## config.mk

```make
export PLATFORM = sky130hd
export DESIGN_NAME = uart_rx_status
export DESIGN_NICKNAME = d
export VERILOG_FILES = /design/src/rtl/uart_rx_status_pkg.sv /design/src/rtl/uart_rx_classify.sv /design/src/rtl/uart_rx_statreg.sv /design/src/rtl/uart_rx_bufctl.sv /design/src/rtl/uart_rx_status.sv
export SDC_FILE = /design/constraint.sdc
export NUM_CORES = 1
export LEC_CHECK = 0
export BUFFER_PORTS_ARGS = -buffer_cell sky130_fd_sc_hd__buf_4
export CORE_MARGIN = 3
export CORE_UTILIZATION = 46
export CTS_CLUSTER_DIAMETER = 100
export CTS_CLUSTER_SIZE = 8
export DETAILED_ROUTE_END_ITERATION = 7
export MAX_ROUTING_LAYER = met4
export PLACE_DENSITY = 0.78
export SYNTH_ARGS = -nofsm -noshare
export SYNTH_HDL_FRONTEND = slang
export SYNTH_SLANG_ARGS = --single-unit
```

## constraint.sdc

```tcl
create_clock -name clk -period 3.6 [get_ports clk]
set_input_delay 0.36 -clock clk [delete_from_list [all_inputs] [get_ports clk]]
set_output_delay 0.36 -clock clk [all_outputs]
set_load 0.05 [all_outputs]
```

## src/rtl/uart_rx_status_pkg.sv

```systemverilog
package uart_rx_status_pkg;
  localparam int STAT_W   = 8;
  localparam int BIT_FE   = 7;
  localparam int BIT_PE   = 6;
  localparam int BIT_OE   = 5;
  localparam int BIT_BRK  = 4;
  localparam int BIT_EIE  = 3;
  localparam int BIT_WIE  = 2;
  localparam int BIT_WAKE = 1;
  localparam int BIT_ERR  = 0;

  typedef struct packed {
    logic stop_bad;
    logic parity_bad;
    logic brk;
    logic is_addr;
  } char_flags_t;

  typedef struct packed {
    logic fe;
    logic pe;
    logic oe;
    logic brk;
  } err_set_t;
endpackage

```

## src/rtl/uart_rx_classify.sv

```systemverilog
module uart_rx_classify
  import uart_rx_status_pkg::*;
(
  input  logic        clk,
  input  logic        rst_n,
  input  logic        valid,
  input  char_flags_t flags,
  input  logic        parity_en,
  input  logic        err_accept,
  input  logic        wake_only,
  input  logic        buf_unread,
  input  logic        buf_rd,
  output logic        load,
  output logic        set_irq,
  output err_set_t    errs,
  output logic        any_err
);
  logic line_err;

  always_comb begin
    line_err = flags.stop_bad | (flags.parity_bad & parity_en) | flags.brk;
    load     = valid & (~line_err | err_accept);
    errs.fe  = valid & flags.stop_bad;
    errs.pe  = valid & flags.parity_bad & parity_en;
    errs.brk = valid & flags.brk;
    errs.oe  = load & buf_unread & ~buf_rd;
    any_err  = errs.fe | errs.pe | errs.oe | errs.brk;
    set_irq  = load & (~wake_only | flags.is_addr);
  end


  reject_chk: assert property (@(posedge clk) disable iff (!rst_n)
    (valid && !err_accept && (flags.stop_bad || flags.brk)) |-> !load && !set_irq);

  wake_filter_chk: assert property (@(posedge clk) disable iff (!rst_n)
    (wake_only && !flags.is_addr) |-> !set_irq);

  parity_off_chk: assert property (@(posedge clk) disable iff (!rst_n)
    !parity_en |-> !errs.pe);
endmodule

```

## src/rtl/uart_rx_statreg.sv

```systemverilog
module uart_rx_statreg
  import uart_rx_status_pkg::*;
(
  input  logic              clk,
  input  logic              rst_n,
  input  logic              wr,
  input  logic [STAT_W-1:0] wdata,
  input  logic              buf_rd,
  input  logic              parity_en,
  input  err_set_t          errs,
  input  logic              any_err,
  input  logic              load,
  input  logic              is_addr,
  output logic              err_accept,
  output logic              wake_only,
  output logic [STAT_W-1:0] rdata
);
  logic [STAT_W-1:0] stat_q, stat_d;
  logic [STAT_W-1:0] read_mask;

  always_comb begin
    stat_d = wr ? wdata : stat_q;
    if (buf_rd && !wr) stat_d[BIT_ERR] = 1'b0;
    stat_d[BIT_FE]  = stat_d[BIT_FE]  | errs.fe;
    stat_d[BIT_PE]  = stat_d[BIT_PE]  | errs.pe;
    stat_d[BIT_OE]  = stat_d[BIT_OE]  | errs.oe;
    stat_d[BIT_BRK] = stat_d[BIT_BRK] | errs.brk;
    if (load)    stat_d[BIT_WAKE] = is_addr;
    if (any_err) stat_d[BIT_ERR]  = 1'b1;
  end

  always_ff @(posedge clk or negedge rst_n) begin
    if (!rst_n) stat_q <= '0;
    else        stat_q <= stat_d;
  end

  always_comb begin
    read_mask         = '1;
    read_mask[BIT_PE] = parity_en;
    rdata             = stat_q & read_mask;
    err_accept        = stat_q[BIT_EIE];
    wake_only         = stat_q[BIT_WIE];
  end


  fe_set_chk: assert property (@(posedge clk) disable iff (!rst_n)
    errs.fe |=> stat_q[BIT_FE]);

  flag_sticky_chk: assert property (@(posedge clk) disable iff (!rst_n)
    (stat_q[BIT_BRK] && !wr) |=> stat_q[BIT_BRK]);

  errsum_set_chk: assert property (@(posedge clk) disable iff (!rst_n)
    any_err |=> stat_q[BIT_ERR]);

  errsum_clr_chk: assert property (@(posedge clk) disable iff (!rst_n)
    (buf_rd && !any_err && !wr) |=> !stat_q[BIT_ERR]);

  wake_track_chk: assert property (@(posedge clk) disable iff (!rst_n)
    load |=> stat_q[BIT_WAKE] == $past(is_addr));
endmodule

```

## src/rtl/uart_rx_bufctl.sv

```systemverilog
module uart_rx_bufctl #(
  parameter int DATA_W = 8
) (
  input  logic              clk,
  input  logic              rst_n,
  input  logic              load,
  input  logic [DATA_W-1:0] data,
  input  logic              set_irq,
  input  logic              buf_rd,
  output logic [DATA_W-1:0] buf_data,
  output logic              unread,
  output logic              irq
);
  always_ff @(posedge clk or negedge rst_n) begin
    if (!rst_n) begin
      buf_data <= '0;
      unread   <= 1'b0;
      irq      <= 1'b0;
    end else begin
      if (load) buf_data <= data;
      if (load)        unread <= 1'b1;
      else if (buf_rd) unread <= 1'b0;
      if (set_irq)     irq <= 1'b1;
      else if (buf_rd) irq <= 1'b0;
    end
  end


  buf_hold_chk: assert property (@(posedge clk) disable iff (!rst_n)
    !load |=> $stable(buf_data));

  irq_clr_chk: assert property (@(posedge clk) disable iff (!rst_n)
    (buf_rd && !set_irq) |=> !irq);

  arrival_wins_chk: assert property (@(posedge clk) disable iff (!rst_n)
    (buf_rd && set_irq) |=> irq && unread);
endmodule

```

## src/rtl/uart_rx_status.sv

```systemverilog
module uart_rx_status
  import uart_rx_status_pkg::*;
#(
  parameter int DATA_W = 8
) (
  input  logic              clk,
  input  logic              rst_n,
  input  logic              parity_en,
  input  logic              char_valid,
  input  logic [DATA_W-1:0] char_data,
  input  logic              char_stop_bad,
  input  logic              char_parity_bad,
  input  logic              char_break,
  input  logic              char_is_addr,
  input  logic              reg_wr,
  input  logic [STAT_W-1:0] reg_wdata,
  output logic [STAT_W-1:0] reg_rdata,
  input  logic              rxbuf_rd,
  output logic [DATA_W-1:0] rxbuf_data,
  output logic              rx_irq
);
  char_flags_t flags;
  err_set_t    errs;
  logic        load, set_irq, any_err;
  logic        err_accept, wake_only, unread;

  assign flags = '{stop_bad: char_stop_bad, parity_bad: char_parity_bad,
                   brk: char_break, is_addr: char_is_addr};

  uart_rx_classify u_classify (
    .clk        (clk),
    .rst_n      (rst_n),
    .valid      (char_valid),
    .flags      (flags),
    .parity_en  (parity_en),
    .err_accept (err_accept),
    .wake_only  (wake_only),
    .buf_unread (unread),
    .buf_rd     (rxbuf_rd),
    .load       (load),
    .set_irq    (set_irq),
    .errs       (errs),
    .any_err    (any_err)
  );

  uart_rx_statreg u_statreg (
    .clk        (clk),
    .rst_n      (rst_n),
    .wr         (reg_wr),
    .wdata      (reg_wdata),
    .buf_rd     (rxbuf_rd),
    .parity_en  (parity_en),
    .errs       (errs),
    .any_err    (any_err),
    .load       (load),
    .is_addr    (char_is_addr),
    .err_accept (err_accept),
    .wake_only  (wake_only),
    .rdata      (reg_rdata)
  );

  uart_rx_bufctl #(.DATA_W(DATA_W)) u_bufctl (
    .clk      (clk),
    .rst_n    (rst_n),
    .load     (load),
    .data     (char_data),
    .set_irq  (set_irq),
    .buf_rd   (rxbuf_rd),
    .buf_data (rxbuf_data),
    .unread   (unread),
    .irq      (rx_irq)
  );


  overrun_chk: assert property (@(posedge clk) disable iff (!rst_n)
    (load && unread && !rxbuf_rd && !reg_wr) |=> reg_rdata[BIT_OE]);

  pe_hidden_chk: assert property (@(posedge clk) disable iff (!rst_n)
    (!parity_en && $stable(parity_en)) |-> !reg_rdata[BIT_PE]);
endmodule

```

# Yosys cells after proc, flatten, opt, wreduce, memory -nomap -nowiden
# Index checks and enable logic that the tools add are counted.
# totals
out_inout_bits	17
reg_bits	18
in_bits	26
# classes
mux	7
bitwise_logic	24
n_reduce_logical	6
# ops
operator	count
bitwise OR 1 bit	11
AND 1 bit	9
AND 8 bit	1
two-way mux 8 bit	1
two-way mux 1 bit	6
nonzero test 2 bit	3
inverter 1 bit	3
nonzero test 3 bit	1
logical AND 1 bit	1
zero test 1 bit	1

# Logic depth before layout (Yosys ltp)
# Gate-level depths: netlist of run 1.
# logic_depth
ltp_word	11
mapped_depth	4

# Hierarchy
# A second synthesis of run 1 with hierarchy kept.
# unflattened
hier_cells	67
hier_area_um2	875.8
# modules_own_cells
mod	n_inst	cells_per_inst	area_per_inst_um2
uart_rx_bufctl	1	22	401.6
uart_rx_statreg	1	32	389.1
uart_rx_classify	1	13	85.1

# Worst setup path before layout of run 1
# Ideal clock, no wire load.
# synth_path
path_type	input to register
from	in parity_en
to	reg u_bufctl.buf_data[0]
required_ps	3475
cell_stages	4
setup_slack_ps	2351
setup_ps	125
t_arrival_ps	1124
cell_sequence	a211oi_2 -> o21ai_2 -> buf_6 -> mux2_4
# synth_via
elab_chain_cells	6
# synth_lines
element	line	source
start: declaration	uart_rx_status.sv:8	input logic parity_en,
AND 1 bit	uart_rx_classify.sv:21	line_err = flags.stop_bad | (flags.parity_bad & parity_en) | flags.brk;
bitwise OR 1 bit (2 in a row)	uart_rx_classify.sv:21	
inverter 1 bit	uart_rx_classify.sv:22	load = valid & (~line_err | err_accept);
bitwise OR 1 bit	uart_rx_classify.sv:22	
AND 1 bit	uart_rx_classify.sv:22	
end signal: assignment	uart_rx_bufctl.sv:20	if (load) buf_data <= data;
end: declaration	uart_rx_bufctl.sv:10	output logic [DATA_W-1:0] buf_data,
# No other way between the ends.
# A chain may end at the register's enable or synchronous reset.

# Final worst setup path of run 1
# layout_path
from	reg u_statreg.stat_q[3]
to	reg u_statreg.stat_q[1]
# layout_via
elab_chain_cells	3
elab_cells_between_ends	4
cone_classes	mux (1); bitwise (2); reduce/logical (1)
# layout_lines
element	line	source
start: declaration	uart_rx_statreg.sv:18	logic [STAT_W-1:0] stat_q, stat_d;
start signal: assignment	uart_rx_statreg.sv:34	else stat_q <= stat_d;
bitwise OR 1 bit (*)	uart_rx_classify.sv:22	
AND 1 bit (*)	uart_rx_classify.sv:22	
two-way mux 1 bit / nonzero test 2 bit (equally long branches)	-	
# Every way passes the cells marked *; elsewhere a longest branch is shown, timed or not.

==> results.py, run 1 <==
metrics = {
    "drt": {
        "final_antenna_net_count": 0,
        "top_layer": "met4",
        "post_drt_wl_per_cell_microns": 14.3,
        "dr.pass1.iters": 4,
        "drt-total-wl_mm": 1.73,
        "drt-vias-per-instance": 4.84,
        "drc": 0,
        "dr_wl_met3_microns": 91,
        "wl_met2_microns": 961,
        "initialDrtViolationCount": 3,
        "num_vias": 586,
        "wl_met1_microns": 658,
    },
    "clock_tree": {
        "clkTransAtPathRegs_ns": 0.10,
        "clk_path_buf_depth": 2,
        "clkSinkCount": 18,
        "cts_buffers": 3,
        "clock_latency_ns": 0.28,
        "post_cts_resized": 0,
        "tritoncts": "done",
        "root_buffer": "clkbuf_4",
        "h-tree-depth": 1,
    },
    "sta": {
        "fmax_ghz": 0.655,
        "finalCriticalPeriod_ns": 1.53,
        "worst_pin_slew_ns": 0.703,
        "finalSetupViolations": 0,
        "tns_ns": 0,
        "hold_viol": 0,
        "fin_skew_ns": 0.00240,
        "relSlewSlack_pct": 53.2,
        "slew_viol_final": 0,
        "rsz0062_at_grt": "no",
        "finalCritPeriodShare_pct": 42.4,
    },
    "power": {
        "leakagePower_uw": 0.000573,
        "vdd_ir_drop_max_mv": 0.305,
        "pwr_density_cell_mw_per_mm2": 523,
    },
    "critical_path": {
        "r2r_slack_ns": 2.07,
        "crit_chain": "o21ai_2, mux2_2",
        "startpoint": "u_statreg.stat_q[3]",
        "cp-start-kind": "flop",
        "slowest_delay_ns": 0.59,
        "crit_arrival_ns": 1.71,
        "worst-path-buf-inv": 0,
        "cp_top_family": "compound AO/OA/AOI/OAI gates",
        "cp-end-kind": "flop",
        "crit_type": "reg2reg",
        "critPathMaxFanout": 12,
        "required_ns": 3.78,
        "crit_end": "u_statreg.stat_q[1]",
        "r2r-start": "u_statreg.stat_q[3]",
        "r2r_end": "u_statreg.stat_q[1]",
        "crit_cells": 2,
        "cpMaxStageDelayCell": "o21ai_2",
        "reg2regPathDepth": 2,
    },
    "placement": {
        "dp.cells": 116,
        "dp_hpwl_mm": 1.33,
        "gp_congestion": 0.718,
        "portBuffers": 42,
    },
    "synthesis": {
        "netlist_instances": 59,
        "ys_seq_area_share_pct": 54.7,
        "avgSynthCellArea_sq_um": 14.0,
        "netlist_area_sq_um": 823,
        "syn-num-nets": 85,
        "synth_cell_types": 20,
        "synth-seq-cells": 18,
        "ys_warn_count": 0,
    },
    "cells_and_area": {
        "diodes": 0,
        "fill_cells": 118,
        "area_growth_pct": 39.2,
        "nets": 124,
        "fin_cells": 121,
        "drive_gt1_share_pct": 62.9,
        "finish.utilization_pct": 71.9,
    },
    "global_routing": {
        "grt_overflow": 0,
        "grt_pass1_vias": 627,
        "grt_pass1_wl_mm": 3.01,
        "grt_max_degree": 19,
        "grt_usage_pct": 17.0,
        "antenna_found_initial": 0,
    },
    "job": {
        "drv_cap": 0,
    },
    "floorplan": {
        "die_y_microns": 48.3,
        "num_rows": 14,
        "io_pins": 43,
        "initial_core_util_pct": 51.6,
        "die_area_sq_mm": 0.00233,
        "fp.dieW_microns": 48.3,
        "coreArea_sq_mm": 0.00159,
    },
    "hold_path": {
        "hp-class": "in2reg",
    },
    "status": {
        "outcome": "finished clean",
    },
}
[synthesized netlist by cell type]
master | number | area (sq um)
nand2_1 | 2 | 7.51
buf_2 | 1 | 5.00
nor2b_1 | 3 | 18.8
nor2_1 | 1 | 3.75
mux2i_1 | 2 | 20.0
o21ai_2 | 1 | 8.76
a221o_1 | 3 | 30.0
mux2_4 | 7 | 105
buf_4 | 7 | 52.6
and2_2 | 1 | 7.51
buf_6 | 1 | 11.3
o21ai_0 | 1 | 5.00
o22ai_1 | 1 | 6.26
mux2_2 | 5 | 56.3
a21boi_0 | 1 | 7.51
a211oi_2 | 1 | 12.5
inv_1 | 1 | 3.75
nand3_1 | 1 | 5.00
dfrtp_1 | 18 | 450
nand2b_1 | 1 | 6.26
[worst min-delay path by stage]
stage,cells after the start,slack [ns],to,from
floorplan,0,0.06,u_bufctl.buf_data[0],rst_n
CTS,2,0.27,u_bufctl.irq,rxbuf_rd
global placement,1,0.23,u_bufctl.buf_data[0],rst_n
detailed placement,1,0.24,u_bufctl.buf_data[0],rst_n
global route,2,0.28,u_bufctl.irq,rxbuf_rd
finish,2,0.28,u_bufctl.irq,rxbuf_rd
[sequential cells by signal, summed over array words and instances, names as in the netlist]
name	count
u_bufctl.buf_data	8
u_bufctl.irq	1
u_bufctl.unread	1
u_statreg.stat_q	8
[final cells by class]
class / count / area (sq um) / area share [%]
Tap cell: 24 / 30.0 / 2.62
Timing Repair Buffer: 43 / 325 / 28.4
Sequential cell: 18 / 450 / 39.3
Clock buffer: 4 / 36.3 / 3.17
Inverter: 1 / 3.75 / 0.328
Multi-Input combinational cell: 31 / 300 / 26.2
[per-layer routing]
metal  up-vias  GRT usage, %
li1        275             -
met1       293          19.0
met2        16          30.3
met3         2          2.76
met4         0          7.11
met5         -             -
[stage by stage]
stage                     power, uW  hold slack, ns  cell area [sq um]  setup slack (ns)
final                           600           0.281               1150              2.07
after global routing            626           0.279               1150              1.96
after CTS                       606           0.271               1150              2.07
after detailed placement        484           0.236               1100              1.99
after global placement          481           0.235               1100              2.00
after floorplan                 415          0.0644                823              2.35
[where the power goes]
part	switching, uW	internal, uW	total [uW]
clock	58.3	61.5	120
combinational	141	90.7	232
sequential	16.5	232	248
[logic make-up after synthesis]
family,count (synthesis),synth area share (%)
buffers and inverters,10,8.81
AO/OA/AOI/OAI,8,8.51
multiplexers,14,22.0
flip-flops,18,54.7
AND/OR/NAND/NOR,9,5.93
[layout by cell type, fill, tap and decap left out]
cell type	netlist	final
buf_4	7	42
dfrtp_1	18	18
mux2_4	7	7
mux2_2	5	5
nor2b_1	3	3
a221o_1	3	3
clkbuf_4	0	3
mux2i_1	2	2
nand2_1	2	2
and2_2	1	1
nand3_1	1	1
nand2b_1	1	1
a211oi_2	1	1
o21ai_2	1	1
o21ai_0	1	1
nor2_1	1	1
a21boi_0	1	1
inv_1	1	1
o22ai_1	1	1
clkbuf_8	0	1
dlygate4sd3_1	0	1
[what timing repair did]
action                                 4_1_cts  5_1_grt
endpoints found under the hold margin       18        0
hold buffers                                 1        0
buffers inserted                             0        0
setup endpoints to repair                    0        0
(Power assumes the default switching activity.)
==> run 2, diff against run 1 <==
ABC_AREA = 1   (was default)
CORE_UTILIZATION = 43   (was 46)
PLACE_DENSITY = 0.73   (was 0.78)
clock period = 1.6 ns   (was 3.6 ns; I/O delays follow)
==> results.py, run 2 <==
metrics = {
    "status": {
        "outcome": "finished clean",
    },
    "floorplan": {
        "num_rows": 15,
        "io_pins": 43,
        "fp.dieW_microns": 50.2,
        "coreArea_sq_mm": 0.00178,
        "initial_core_util_pct": 47.1,
        "die_y_microns": 50.2,
        "die_area_sq_mm": 0.00252,
    },
    "placement": {
        "dp_hpwl_mm": 1.51,
        "place_area_sq_mm": 0.00111,
        "gp_congestion": 0.763,
        "pre_cts_ws_ns": 0.540,
        "dp.cells": 158,
        "portBuffers": 42,
    },
    "critical_path": {
        "r2r-start": "u_statreg.stat_q[3]",
        "cp-start-kind": "flop",
        "crit_type": "reg2out",
        "required_ns": 1.44,
        "critPathMaxFanout": 2,
        "r2r_slack_ns": 0.54,
        "crit_arrival_ns": 0.96,
        "r2r_end": "u_bufctl.unread",
        "reg2regPathDepth": 4,
        "cp-end-kind": "output port",
    },
    "hold_path": {
        "hold-path-endpoint": "u_bufctl.unread",
        "hp-class": "in2reg",
        "worstHoldPathCells": 2,
        "hp-start": "rxbuf_rd",
    },
    "sta": {
        "whs_ns": 0.0685,
        "hold_viol": 0,
        "fmax_ghz": 0.894,
        "tns_ns": 0,
        "relSlewSlack_pct": 84.8,
        "finalWorstSetupSlack_ns": 0.482,
        "finalCritPeriodShare_pct": 69.9,
        "rsz0062_at_grt": "no",
        "worst_pin_slew_ns": 0.228,
        "finalSetupViolations": 0,
        "slew_viol_final": 0,
        "fin_skew_ns": 0.00172,
        "finalCriticalPeriod_ns": 1.12,
    },
    "synthesis": {
        "synth_adder_area_share_pct": 0,
        "synth_common_cells": "nand2_1 (40), dfrtp_1 (18), nand3_1 (17), buf_4 (8), inv_1 (6)",
        "netlist_area_sq_um": 840,
        "syn-num-nets": 127,
        "ys_warn_count": 0,
        "synth_compound_area_share_pct": 1.79,
        "yosys.area.top_type": "dfrtp_1",
        "synth.area.mux_share_pct": 1.19,
        "synthSimpleGateAreaFrac_pct": 31.6,
        "avgSynthCellArea_sq_um": 8.31,
        "synth_top_family_by_area": "simple AND/OR/NAND/NOR gates",
        "ys.flop_type": "dfrtp_1",
        "netlist_instances": 101,
        "async_flop_share_pct": 100,
        "yosysMostFrequentCell": "nand2_1",
        "synth_area_leaders": "dfrtp_1 (54%), nand2_1 (18%), nand3_1 (10%), buf_4 (7.2%), inv_1 (2.7%)",
        "synth_edf_count": 0,
        "synth_top_cell_area_share_pct": 53.7,
        "ys_seq_area_share_pct": 53.7,
        "synth-seq-cells": 18,
        "synth_cell_types": 12,
        "synth_xor_area_share_pct": 0,
    },
    "global_routing": {
        "grt_max_degree": 19,
        "grt_overflow": 0,
        "grt_usage_pct": 16.6,
        "antenna_found_initial": 0,
        "grt_pass1_wl_mm": 3.17,
        "grt_pass1_vias": 749,
    },
    "clock_tree": {
        "clock_latency_ns": 0.28,
        "cts_buffers": 3,
        "clkTransAtPathRegs_ns": 0.10,
        "h-tree-depth": 1,
        "post_cts_resized": 0,
        "tritoncts": "done",
        "cts_setup_buffers": 0,
        "cts_hold_buf": 1,
        "clk_path_buf_depth": 2,
        "clkSinkCount": 18,
        "root_buffer": "clkbuf_4",
    },
    "drt": {
        "final_antenna_net_count": 0,
        "num_vias": 748,
        "post_drt_wl_per_cell_microns": 11.7,
        "dr.pass1.iters": 4,
        "drc": 0,
        "drt-total-wl_mm": 1.90,
        "drt-vias-per-instance": 4.59,
        "initialDrtViolationCount": 18,
    },
    "power": {
        "vdd_ir_drop_max_mv": 0.703,
        "pwr_density_cell_mw_per_mm2": 1130,
        "leakagePower_uw": 0.000651,
    },
    "cells_and_area": {
        "nets": 165,
        "diodes": 0,
        "drive_gt1_share_pct": 35.5,
        "reg_top3": "u_bufctl.buf_data (8), u_statreg.stat_q (8)",
        "final_common_cell": "buf_4",
        "design_area_sq_mm": 0.00116,
        "fin_cells": 163,
        "mostFrequentLayoutCells": "buf_4 (42), nand2_1 (40), dfrtp_1 (18), nand3_1 (17), inv_1 (6)",
        "area_growth_pct": 37.7,
    },
    "job": {
        "drv_cap": 0,
    },
}
[run 2: changes by cell type after synthesis, sizes merged, moves of 2 or more]
cell / before / now
nor2b: 3 / 0
nor2: 1 / 3
nand2: 2 / 42
nand3: 1 / 17
mux2: 12 / 0
inv: 1 / 6
a221o: 3 / 0
[run 2: kinds of logic (layout without fill, tap and decap cells)]
kind of cell	after synthesis	count (layout)
AND/OR/NAND/NOR	63	63
flip-flops	18	18
multiplexers	1	1
buffers and inverters	16	53
AO/OA/AOI/OAI	3	3
[run 2: final cells by class]
| class | count | area, sq um |
|---|---|---|
| clock buffers | 4 | 36.3 |
| inverters | 6 | 22.5 |
| fillers | 164 | 627 |
| well taps | 25 | 31.3 |
| repair buffers | 43 | 325 |
| multi-input cells | 67 | 290 |
| flip-flops and latches | 18 | 450 |
[run 2: worst max-delay path by stage]
| stage | start | to | cells past startpoint |
|---|---|---|---|
| 2_1_floorplan | u_statreg.stat_q[2] | u_bufctl.irq | 4 |
| 3_3_place_gp | char_stop_bad | u_bufctl.buf_data[5] | 7 |
| 3_5_place_dp | char_stop_bad | u_bufctl.buf_data[3] | 7 |
| 4_1_cts | u_statreg.stat_q[6] | reg_rdata[6] | 3 |
| 5_1_grt | u_statreg.stat_q[6] | reg_rdata[6] | 3 |
| 6_report | u_statreg.stat_q[6] | reg_rdata[6] | 3 |
[run 2: critical path, cell delays in order (launching register included)]
cell and delay (ns):
dfrtp_1 0.39, nand2_1 0.07, inv_1 0.04, buf_4 0.18
[run 2: per-stage QoR]
stage,power (uW),util [%]
floorplan,890,-
global placement,1030,62.2
detailed placement,1040,62.2
CTS,1320,64.8
global route,1370,64.8
finish,1300,64.8
[run 2: layer usage]
layer  up-vias  wire [microns]  GRT usage [%]
li1        382               -              -
met1       342             823           21.2
met2        22             976           26.1
met3         2              95           4.45
met4         0               6           4.15
met5         -               0              -
[run 2: where the power goes]
group	switching, uW	leakage (uW)	total [uW]	internal (uW)
clock	136	0.0000210	275	138
sequential	35.2	0.000215	552	517
combinational	323	0.000415	476	153
